[src/rtl/evt_irq_pkg.sv]
package evt_irq_pkg;
  localparam int NUM_FLAGS = 7;
  localparam int REG_W     = NUM_FLAGS + 1;
  localparam int SEL_W     = 2;

  // Flag positions are fixed because host software decodes them.
  localparam int BIT_TIMER = 0;
  localparam int BIT_ERROR = 1;
  localparam int BIT_LOW   = 2;
  localparam int BIT_HIGH  = 3;
  localparam int BIT_IDLE  = 4;
  localparam int BIT_RX    = 5;
  localparam int BIT_TX    = 6;

  localparam logic [REG_W-1:0] FLAG_RST = 8'h14;
  localparam logic [REG_W-1:0] EN_RST   = 8'h80;

  typedef enum logic [SEL_W-1:0] {
    SEL_FLAGS  = 2'd0,
    SEL_ENABLE = 2'd1,
    SEL_STATUS = 2'd2,
    SEL_NONE   = 2'd3
  } reg_sel_e;
endpackage

[src/rtl/evt_idle_qual.sv]
module evt_idle_qual (
  input  logic cmd_end,
  input  logic cmd_unknown,
  input  logic host_idle_cmd,
  output logic idle_ev
);
  // An idle entry that the host caused itself raises no flag.
  always_comb idle_ev = (cmd_end | cmd_unknown) & ~host_idle_cmd;
endmodule

[src/rtl/evt_flag_bank.sv]
module evt_flag_bank #(
  parameter int                 N       = 7,
  parameter logic [N-1:0]       RST_VAL = '0
) (
  input  logic         clk,
  input  logic         rst_n,
  input  logic [N-1:0] set_ev,
  input  logic         wr_hit,
  input  logic         wr_pol,
  input  logic [N-1:0] wr_mask,
  output logic [N-1:0] flags
);
  genvar g;
  generate
    for (g = 0; g < N; g++) begin : g_cell
      logic nxt;
      always_comb begin
        nxt = flags[g];
        if (wr_hit && wr_mask[g]) nxt = wr_pol;
        if (set_ev[g])            nxt = 1'b1;  // event outranks host clear
      end
      always_ff @(posedge clk or negedge rst_n) begin
        if (!rst_n) flags[g] <= RST_VAL[g];
        else        flags[g] <= nxt;
      end
    end
  endgenerate
endmodule

[src/rtl/evt_irq_combine.sv]
module evt_irq_combine #(
  parameter int N = 7
) (
  input  logic [N-1:0] flags,
  input  logic [N-1:0] en_mask,
  input  logic         invert,
  output logic         req,
  output logic         pin
);
  always_comb begin
    req = |(flags & en_mask);
    pin = req ^ invert;
  end
endmodule

[src/rtl/evt_irq_ctrl.sv]
module evt_irq_ctrl
  import evt_irq_pkg::*;
(
  input  logic                 clk,
  input  logic                 rst_n,
  input  logic                 wr_en,
  input  logic [SEL_W-1:0]     wr_sel,
  input  logic [REG_W-1:0]     wr_data,
  input  logic [SEL_W-1:0]     rd_sel,
  output logic [REG_W-1:0]     rd_data,
  input  logic [NUM_FLAGS-1:0] evt_in,
  input  logic                 cmd_unknown,
  input  logic                 host_idle_cmd,
  output logic                 irq_pin
);
  logic [NUM_FLAGS-1:0] flags;
  logic [REG_W-1:0]     enables;
  logic [NUM_FLAGS-1:0] set_ev;
  logic                 idle_ev;
  logic                 req;
  logic                 flag_hit;

  evt_idle_qual u_idle (
    .cmd_end      (evt_in[BIT_IDLE]),
    .cmd_unknown  (cmd_unknown),
    .host_idle_cmd(host_idle_cmd),
    .idle_ev      (idle_ev)
  );

  always_comb begin
    set_ev           = evt_in;
    set_ev[BIT_IDLE] = idle_ev;
    flag_hit         = wr_en && (wr_sel == SEL_FLAGS);
  end

  evt_flag_bank #(
    .N      (NUM_FLAGS),
    .RST_VAL(FLAG_RST[NUM_FLAGS-1:0])
  ) u_bank (
    .clk    (clk),
    .rst_n  (rst_n),
    .set_ev (set_ev),
    .wr_hit (flag_hit),
    .wr_pol (wr_data[REG_W-1]),
    .wr_mask(wr_data[NUM_FLAGS-1:0]),
    .flags  (flags)
  );

  always_ff @(posedge clk or negedge rst_n) begin
    if (!rst_n)                             enables <= EN_RST;
    else if (wr_en && wr_sel == SEL_ENABLE) enables <= wr_data;
  end

  evt_irq_combine #(.N(NUM_FLAGS)) u_comb (
    .flags  (flags),
    .en_mask(enables[NUM_FLAGS-1:0]),
    .invert (enables[REG_W-1]),
    .req    (req),
    .pin    (irq_pin)
  );

  always_comb begin
    case (rd_sel)
      SEL_FLAGS:  rd_data = {1'b0, flags};
      SEL_ENABLE: rd_data = enables;
      SEL_STATUS: rd_data = {{(REG_W-1){1'b0}}, req};
      default:    rd_data = '0;
    endcase
  end
endmodule

[config.mk]
export PLATFORM = sky130hd
export DESIGN_NAME = evt_irq_ctrl
export DESIGN_NICKNAME = d
export VERILOG_FILES = /design/src/rtl/evt_irq_pkg.sv /design/src/rtl/evt_idle_qual.sv /design/src/rtl/evt_flag_bank.sv /design/src/rtl/evt_irq_combine.sv /design/src/rtl/evt_irq_ctrl.sv
export SDC_FILE = /design/constraint.sdc
export NUM_CORES = 1
export LEC_CHECK = 0
export ABC_CLOCK_PERIOD_IN_PS = 1350
export BUFFER_PORTS_ARGS = -buffer_cell sky130_fd_sc_hd__clkbuf_2
export CAP_MARGIN = 20
export CORE_UTILIZATION = 45
export CTS_CLUSTER_SIZE = 10
export DETAILED_ROUTE_END_ITERATION = 6
export PLACE_DENSITY_LB_ADDON = 0.3
export REMOVE_ABC_BUFFERS = 1
export SYNTH_ARGS = -nofsm -noshare
export SYNTH_HDL_FRONTEND = slang
export SYNTH_HIERARCHICAL = 1
export SYNTH_SLANG_ARGS = --single-unit
[constraint.sdc]
create_clock -name clk -period 1.35 [get_ports clk]
set_clock_uncertainty 0.1 [all_clocks]
set_input_delay 0.2025 -clock clk [delete_from_list [all_inputs] [get_ports clk]]
set_output_delay 0.2025 -clock clk [all_outputs]
set_load 0.1 [all_outputs]
==> metrics.txt <==
clock-pin slew on the worst setup and hold paths 100 ps; commonest non-fill, non-tap cells in the layout 23 x clkbuf_2, 13 x buf_4, 12 x dfrtp_1; leakage 0.631 nW; Slew headroom 0.745; Setup crit end kind output port; worst reg-to-reg path cell count 4; status finished with violations; pre-CTS setup slack -360 ps; arrival time worst endpoint between 1500 and 2000 ps; routed vias 766; R2R Setup Slk 80 ps; Post-Syn Instances 65; drc violations 0; largest net degree at the start of global routing 16; Root Buffer clkbuf_4; max_cap viols 0; GR Overflow Total 0; TritonRoute pass-1 iters 4; Antenna diodes 0; Syn Area/Cell 12.5 µm²; Die Ht 44.4 µm; most common library cell in the layout ignoring fill and taps clkbuf_2; Fmax 0.492 GHz; core box area 0.00159 mm²; Vias per Instance 5.32; Synth top area share 0.370; top post-synthesis cells by area dfrtp_1 37%, mux2_2 11%, dfstp_2 9.7%, a311o_1 8.6%, mux2i_1 8.6%; crit share post-route 1.51; setup TNS -2980 ps; Initial Util 0.509; FP Rows 14; post-synth design cell area 811 µm²; GRT Total Usage 0.274; VDD IR max 0.000899 V; dpl hpwl 1.62 mm; sequential element share of the synthesized area 0.468; antenna-violating nets left 0; Synth cell types 22; Worst Slack Setup Final -683 ps; RR Startpoint u_bank/flags[5]; H-tree depth 1; Die Wd about 44 µm; DR WL/cell 16.2 µm; global-route wire length before repair about 3.8 mm; register bit count reported by yosys 15; RSZ-0062 raised after global routing true; fin util 0.870; failing checks negative setup slack; Worst Path Required 1050 ps; largest area contributor in the netlist dfrtp_1; Initial DRC Count 11; Final Net Count 145; Warnings, synthesis 6; crit start category flop; I/O pin total 33; R2R Path End u_bank/flags[5]; Critical path origin u_bank/flags[0]; crit path capture irq_pin; Critical Path Fanout Max 2; CTS Buf Count 3; fin. max-slew vios 0; Worst Hold Class in -> reg; Hold WS 13.3 ps; pwr dens 1120 mW/mm²; total clock sinks 15; Crit Path Class reg -> out; die footprint 0.00198 mm²; CTS tree built; clk_lat worst skew between 300 and 400 ps; initial antenna violation count 0; Final setup viols 9; I/O Buffers 32; worst slew pin tran about 380 ps; Design Power ~1.6 mW; drt total wl 2.33 mm; clock buffer depth 2; Final GP Congestion just under 0.8; area grow syn2layout 71.0%; min cycle time layout 2030 ps; vias in the first global route 840; Hold Fails Final Rpt 0; share of cells above drive strength 1 0.633
per-layer routing:
metal  part of all wire  routed length, µm  global-route usage  up-vias
met5                  0                  0                   0        -
met4              0.013                 30               0.133        0
met2               0.53               1240               0.482       24
li1                   -                  -                   -      360
met1               0.41                961               0.334      379
met3              0.040                 94              0.0245        3
report_power, final:
group / internal [mW] / switching (mW) / total, mW
Combinational: 0.320 / 0.405 / 0.724
Sequential: 0.509 / 0.0411 / 0.550
Clock: 0.111 / 0.168 / 0.279
Yosys cell counts, drive strengths merged:
cell	n
dfrtp	12
mux2	8
a21boi	7
a311o	7
mux2i	7
nor2	7
dfstp	3
a22oi	2
buf	2
nand3b	2
a222oi	1
clkbuf	1
nand2	1
nand3	1
nor3b	1
o21ai	1
o21ba	1
xor2	1
flip-flops by register name, indices dropped and copies added (netlist names):
| signal | flops |
|---|---|
| enables | 8 |
| u_bank/flags | 7 |
logic make-up after synthesis:
group,synth area share
xor gates and xnor gates,0.0108
muxes,0.198
DFF,0.468
buffers and inverters,0.0278
and+or+nand+nor,0.0864
AOI/OAI and AO/OA,0.210
repair_timing:
action,4_1_cts,5_1_grt
endpoints found under the setup margin,9,9
hold endpoints to repair,15,0
resized for setup,12,3
hold buffers,4,0
setup buffers,1,1
pin swaps,5,4
critical path: stages, from the launching register on:
cell      delay (ps)
dfrtp_1          390
a222oi_1         410
nand3_1          210
xor2_2           210
buf_12           200
metrics by stage:
step | std cells | instance area, µm²
after floorplan | 62 | 788
after global placement | 134 | 1250
after detailed placement | 134 | 1250
after CTS | 143 | 1360
after global routing | 144 | 1390
final | 144 | 1390
how the worst min path moves through the flow:
stage               slack [ps]               to      start  cells past startpoint
finish                      10  u_bank/flags[5]  evt_in[5]                      2
global route                 5  u_bank/flags[2]  evt_in[2]                      2
CTS                         10  u_bank/flags[6]  evt_in[6]                      2
detailed placement          40  u_bank/flags[1]      rst_n                      1
global placement            30       enables[1]      rst_n                      1
floorplan                 -190       enables[0]      rst_n                      0
layout make-up:
class,count,area (µm²)
timing repair buffer,54,498
multi-input combinational,47,452
sequential,15,379
fill,79,208
tap,24,30.0
clock buffer,3,22.5
clock inverter,1,5.00
Power figures use the tool's default switching activity.
